===== config.mk =====
export PLATFORM = sky130hd
export DESIGN_NAME = pgxlate_top
export DESIGN_NICKNAME = d
export VERILOG_FILES = /design/src/rtl/pgxlate_pkg.sv /design/src/rtl/pgxlate_table.sv /design/src/rtl/pgxlate_seq.sv /design/src/rtl/pgxlate_top.sv
export SDC_FILE = /design/constraint.sdc
export NUM_CORES = 1
export LEC_CHECK = 0
export BUFFER_PORTS_ARGS = -buffer_cell sky130_fd_sc_hd__buf_2
export CAP_MARGIN = 25
export CORE_MARGIN = 3
export CORE_UTILIZATION = 52
export CTS_CLUSTER_SIZE = 14
export DETAILED_ROUTE_END_ITERATION = 10
export PLACE_DENSITY_LB_ADDON = 0.25
export SYNTH_ARGS = -nofsm -noshare
export SYNTH_HDL_FRONTEND = slang
export SYNTH_SLANG_ARGS = --single-unit

===== constraint.sdc =====
create_clock -name clk -period 2.1 [get_ports clk]
set_input_delay 0.21 -clock clk [delete_from_list [all_inputs] [get_ports clk]]
set_output_delay 0.21 -clock clk [all_outputs]
set_load 0.01 [all_outputs]

===== src/rtl/pgxlate_pkg.sv =====
package pgxlate_pkg;
    localparam int LA_W   = 16;
    localparam int OFF_W  = 13;
    localparam int PG_W   = LA_W - OFF_W;
    localparam int N_PG   = 1 << PG_W;
    localparam int MW     = 16;
    localparam int MA_W   = 16;
    localparam int FR_W   = MW - 1;
    localparam int PA_W   = FR_W + OFF_W;
    localparam int CNT_W  = 32;

    typedef struct packed {
        logic            vld;
        logic [FR_W-1:0] frame;
    } pte_t;

    typedef enum logic [1:0] {S_IDLE, S_ISSUE, S_WAIT} seq_e;
endpackage


===== src/rtl/pgxlate_table.sv =====
module pgxlate_table
    import pgxlate_pkg::*;
(
    input  logic            clk,
    input  logic            rst_n,
    input  logic            wr_en,
    input  logic [PG_W-1:0] wr_idx,
    input  pte_t            wr_pte,
    input  logic [PG_W-1:0] rd_idx,
    output pte_t            rd_pte
);
    pte_t tbl_d [N_PG];
    pte_t tbl_q [N_PG];

    always_comb begin
        for (int i = 0; i < N_PG; i++) begin
            tbl_d[i] = tbl_q[i];
            if (wr_en && (wr_idx == PG_W'(i))) tbl_d[i] = wr_pte;
        end
    end

    genvar g;
    generate
        for (g = 0; g < N_PG; g++) begin : g_ent
            always_ff @(posedge clk) begin
                if (!rst_n) tbl_q[g] <= '0;
                else        tbl_q[g] <= tbl_d[g];
            end
        end
    endgenerate

    assign rd_pte = tbl_q[rd_idx];
endmodule


===== src/rtl/pgxlate_seq.sv =====
module pgxlate_seq
    import pgxlate_pkg::*;
(
    input  logic             clk,
    input  logic             rst_n,
    input  logic             cs_req,
    input  logic [MA_W-1:0]  cs_base,
    input  logic             mem_vld,
    input  logic [MW-1:0]    mem_rdata,
    output logic             mem_rd,
    output logic [MA_W-1:0]  mem_addr,
    output logic             wr_en,
    output logic [PG_W-1:0]  wr_idx,
    output pte_t             wr_pte,
    output logic             busy,
    output logic [CNT_W-1:0] cyc_cnt
);
    typedef struct packed {
        seq_e             st;
        logic [PG_W-1:0]  idx;
        logic [MA_W-1:0]  base;
        logic             pend;
        logic [MA_W-1:0]  pend_base;
        logic [CNT_W-1:0] cnt;
    } seq_t;

    seq_t s_d, s_q;

    always_comb begin
        s_d    = s_q;
        mem_rd = 1'b0;
        wr_en  = 1'b0;
        if (s_q.st != S_IDLE) s_d.cnt = s_q.cnt + 1'b1;
        unique case (s_q.st)
            S_IDLE: begin
                if (cs_req) begin
                    s_d.st   = S_ISSUE;
                    s_d.base = cs_base;
                    s_d.idx  = '0;
                end
            end
            S_ISSUE: begin
                mem_rd = 1'b1;
                s_d.st = S_WAIT;
                if (cs_req) begin
                    s_d.pend      = 1'b1;
                    s_d.pend_base = cs_base;
                end
            end
            default: begin
                if (cs_req) begin
                    s_d.pend      = 1'b1;
                    s_d.pend_base = cs_base;
                end
                if (mem_vld) begin
                    wr_en = 1'b1;
                    if (s_q.idx == PG_W'(N_PG - 1)) begin
                        s_d.idx = '0;
                        if (s_q.pend || cs_req) begin
                            s_d.st   = S_ISSUE;
                            s_d.base = cs_req ? cs_base : s_q.pend_base;
                            s_d.pend = 1'b0;
                        end else begin
                            s_d.st = S_IDLE;
                        end
                    end else begin
                        s_d.idx = s_q.idx + 1'b1;
                        s_d.st  = S_ISSUE;
                    end
                end
            end
        endcase
    end

    always_ff @(posedge clk) begin
        if (!rst_n) begin
            s_q.st        <= S_IDLE;
            s_q.idx       <= '0;
            s_q.base      <= '0;
            s_q.pend      <= 1'b0;
            s_q.pend_base <= '0;
            s_q.cnt       <= '0;
        end else begin
            s_q <= s_d;
        end
    end

    assign mem_addr = s_q.base + MA_W'(s_q.idx);
    assign wr_idx   = s_q.idx;
    assign wr_pte   = pte_t'(mem_rdata);
    assign busy     = (s_q.st != S_IDLE);
    assign cyc_cnt  = s_q.cnt;
endmodule


===== src/rtl/pgxlate_top.sv =====
module pgxlate_top
    import pgxlate_pkg::*;
(
    input  logic             clk,
    input  logic             rst_n,
    input  logic             xl_req,
    input  logic [LA_W-1:0]  xl_laddr,
    output logic             xl_rdy,
    output logic             xl_ack,
    output logic [PA_W-1:0]  xl_paddr,
    output logic             xl_fault,
    input  logic             cs_req,
    input  logic [MA_W-1:0]  cs_base,
    output logic             mem_rd,
    output logic [MA_W-1:0]  mem_addr,
    input  logic             mem_vld,
    input  logic [MW-1:0]    mem_rdata,
    output logic [CNT_W-1:0] reload_cycles
);
    typedef struct packed {
        logic            ack;
        logic            fault;
        logic [PA_W-1:0] paddr;
    } rsp_t;

    rsp_t r_d, r_q;

    logic            busy;
    logic            wr_en;
    logic [PG_W-1:0] wr_idx;
    pte_t            wr_pte;
    pte_t            look;

    pgxlate_seq u_seq (
        .clk(clk), .rst_n(rst_n),
        .cs_req(cs_req), .cs_base(cs_base),
        .mem_vld(mem_vld), .mem_rdata(mem_rdata),
        .mem_rd(mem_rd), .mem_addr(mem_addr),
        .wr_en(wr_en), .wr_idx(wr_idx), .wr_pte(wr_pte),
        .busy(busy), .cyc_cnt(reload_cycles)
    );

    pgxlate_table u_tbl (
        .clk(clk), .rst_n(rst_n),
        .wr_en(wr_en), .wr_idx(wr_idx), .wr_pte(wr_pte),
        .rd_idx(xl_laddr[LA_W-1:OFF_W]), .rd_pte(look)
    );

    assign xl_rdy = !busy;

    always_comb begin
        r_d     = '0;
        if (xl_req && xl_rdy) begin
            r_d.ack   = 1'b1;
            r_d.fault = !look.vld;
            if (look.vld) r_d.paddr = {look.frame, xl_laddr[OFF_W-1:0]};
        end
    end

    always_ff @(posedge clk) begin
        if (!rst_n) r_q <= '0;
        else        r_q <= r_d;
    end

    assign xl_ack   = r_q.ack;
    assign xl_fault = r_q.fault;
    assign xl_paddr = r_q.paddr;
endmodule


==> results.ini <==
[outcome]
outcome=finished with violations
violations=setup timing

[cts]
htreeDepth=1
cts-root-buf=clkbuf_16
cts_sinks=228
cts_tree=done
clk_latency_ns=0.51
path_clk_slew_ns=0.06
cts.path.max_buffers=3
numCtsBuffers=25

[setup_path]
cp_slowest_cell=dfxtp_2
path_cells=ha_4, inv_2, fa_2, nor2b_2, o21a_2, buf_4, nand3_2, xnor2_1, buf_2
endpoint_kind=output pin
critPathArrivalTime_ns=2.17
crit_fanout=5
worst_r2r_path_depth=4
start_kind=flop
required_ns=1.89
critPathBufInv=3
regToRegSetupSlack_ns=0.18
crit_family=adder cells
rr_endpoint=u_tbl.tbl_q[4][7]
reg2reg_from=u_seq.s_q[69]
cpPeakStageDelay_ns=0.35
crit_type=flop to output pin

[finish]
nets=1061
layout-drive-gt1-share_pct=27.29
area_delta_synth_final_pct=20.40
final_common_cell=buf_2
final_cell_mix=buf_2 (132), edfxtp_1 (128), and2_1 (111)

[power]
p_int_w=0.007784
p_clk_share_pct=42.1
switching_share_pct=22.51
p_leak_nw=5.144
fin_total_pwr_w=0.01005
p_switching_w=0.002261
pwr-share-comb_pct=8.3
p_seq_share_pct=49.5
powerDensity_nw_per_um2=818.8
vdd_drop_max_mv=0.6184

[synth]
synth_top_area_cell=edfxtp_1
synth_fp_nets=912
ys.flop_type=edfxtp_1
synth.avg_cell_area_sq_um=12.02
syn_area_sq_um=10190
yosysTopAreaCellShare_pct=37.72
synth-async-reset-ratio_pct=0
synth-seq-area-share_pct=57.37
synth_edf_count=128
ys_ff_latch=228
synth_cell_type_count=49
synthCells=848
ys_warn_count=0
synth.area.top_cells=edfxtp_1 (38%), dfxtp_1 (20%), mux4_2 (7.1%)

[global_route]
grt_overflow_total=0
grt-busiest-layer=met2
antenna_found_initial=1
grt_pass1_wl_um=37120
use_met3_pct=3.924
grt_max_degree=66
grtUsageMet1_pct=28.01
grt_use_met2_pct=37.15
grt_pass1_vias=6859
grt.total_usage_pct=21.43

[floorplanning]
die_area_sq_um=21310
coreArea_sq_um=18960
fp.dieH_um=146.0
initial_core_util_pct=53.76
rows=50
die_x_um=146.0
io_pins=133

[sta]
hold_viol=0
worstMarginPinSlew_ns=0.7630
min_period_ns=2.376
fmax_mhz=420.8
setup_viol=11
slew_viol_final=0
fin_skew_ns=0.01141
rsz0062_at_grt=yes
relSlewSlack_pct=49.13
setup_ws_ns=-0.2762
period_share_pct=113.2

[route]
vias_per_cell=5.391
via_count=6879
drc=0
wirelength_um=23130
antenna_left=0
drt_first_pass_iters=5
post_drt_wl_per_cell_um=18.13
drt_iter0_markers=441

[hold_path]
hold_end=u_tbl.tbl_q[2][1]
worstHoldStart=mem_rdata[1]
whs_path_depth=2
min_path_type=primary input to flop

[job]
max-cap-violations=0

[place]
gp_congestion=0.7441
port_buffers=132
pre_cts_slack_ns=0.1199
hpwlAfterDp_um=14080

what timing repair did:
| item | 4_1_cts | 5_1_grt |
|---|---|---|
| hold buffers | 29 | 0 |
| endpoints found under the setup margin | 13 | 19 |
| hold endpoints to repair | 29 | 0 |
| pin swaps | 16 | 10 |
| resized for setup | 17 | 8 |
| buffers inserted | 6 | 1 |
worst max-delay path by stage:
stage,start,to,cells after the start
final,u_seq.s_q[49],mem_addr[8],9
after global routing,u_seq.s_q[49],mem_addr[14],8
after CTS,u_seq.wr_idx[0],mem_addr[12],8
after detailed placement,u_seq.s_q[49],mem_addr[12],8
after global placement,u_seq.s_q[49],mem_addr[12],8
after floorplan,u_seq.wr_idx[0],u_seq.s_q[61],8
power groups by stage:
stage	combinational, W	sequential, W	clock (W)
after global placement	0.000773	0.00505	0
final	0.000837	0.00498	0.00423
after floorplan	0.000489	0.00504	0
after detailed placement	0.000784	0.00506	0
after CTS	0.000834	0.00497	0.00430
after global routing	0.000910	0.00499	0.00448
through the flow:
step / area [sq um] / TNS, ns / utilization [%] / std cells / hold slack, ns
final: 12270 / -1.443 / 64.72 / 1276 / 0.05997
after global routing: 12270 / -2.647 / 64.72 / 1276 / 0.07092
after CTS: 12210 / -1.847 / 64.44 / 1274 / 0.04235
after detailed placement: 11010 / 0 / 58.11 / 1194 / 0.4118
after global placement: 11010 / 0 / 58.11 / 1194 / 0.4098
after floorplan: 10190 / 0 / - / 848 / 0.3317
flip-flops by register name, indices dropped and copies added, names as in the netlist:
signal / count
xl_fault: 1
xl_paddr: 28
xl_ack: 1
u_seq.wr_idx: 3
u_seq.s_q: 35
u_seq.cyc_cnt: 32
u_tbl.tbl_q: 128
layer usage:
metal | vias to the layer above | share of wire (%)
met5 | - | 0
met4 | 0 | 2.4
met3 | 37 | 5.3
met2 | 177 | 50
met1 | 3350 | 42
li1 | 3315 | -
cell families (layout without fill, tap and decap cells):
group	Yosys count	after routing	share of synthesized area, %
and+or+nand+nor	342	342	18.39
DFF	228	228	57.37
buffers and inverters	93	260	5.157
AOI/OAI and AO/OA	83	83	5.083
muxes	66	66	10.42
xor gates and xnor gates	25	25	2.149
adders and majority gates	11	11	1.424
other	0	1	0
worst reg2reg max path: cells and delay by family (launching register included):
kind	cells	cell delay [ns]
AND/OR/NAND/NOR	4	1.32
flip-flops	1	0.47
cell usage after synthesis, types with 3 or more instances:
library cell / number
and3_1: 41
xor2_1: 14
nor2_1: 52
nor4_1: 3
ha_1: 10
nand2b_1: 4
o21ai_0: 7
inv_1: 11
buf_6: 3
or4_1: 14
o31ai_1: 13
nand2_1: 66
xnor2_1: 11
buf_2: 7
buf_4: 33
and2_1: 111
edfxtp_1: 128
dfxtp_1: 100
nand4_1: 8
nor2b_1: 3
or3_1: 4
a21oi_1: 38
mux2i_1: 33
clkbuf_1: 35
and4_1: 4
nor3_1: 3
a211oi_1: 16
nand3_1: 19
mux4_2: 32
final cells by class:
| cell class | count | area [sq um] |
|---|---|---|
| repair buffers | 203 | 1320 |
| clock inverters | 10 | 73.82 |
| diodes | 1 | 2.502 |
| clock buffers | 35 | 726.9 |
| fillers | 1459 | 6688 |
| multi-input cells | 527 | 3923 |
| well taps | 260 | 325.3 |
| flip-flops and latches | 228 | 5852 |
| inverters | 12 | 45.04 |
No activity file was read; power rests on OpenSTA's default activity.
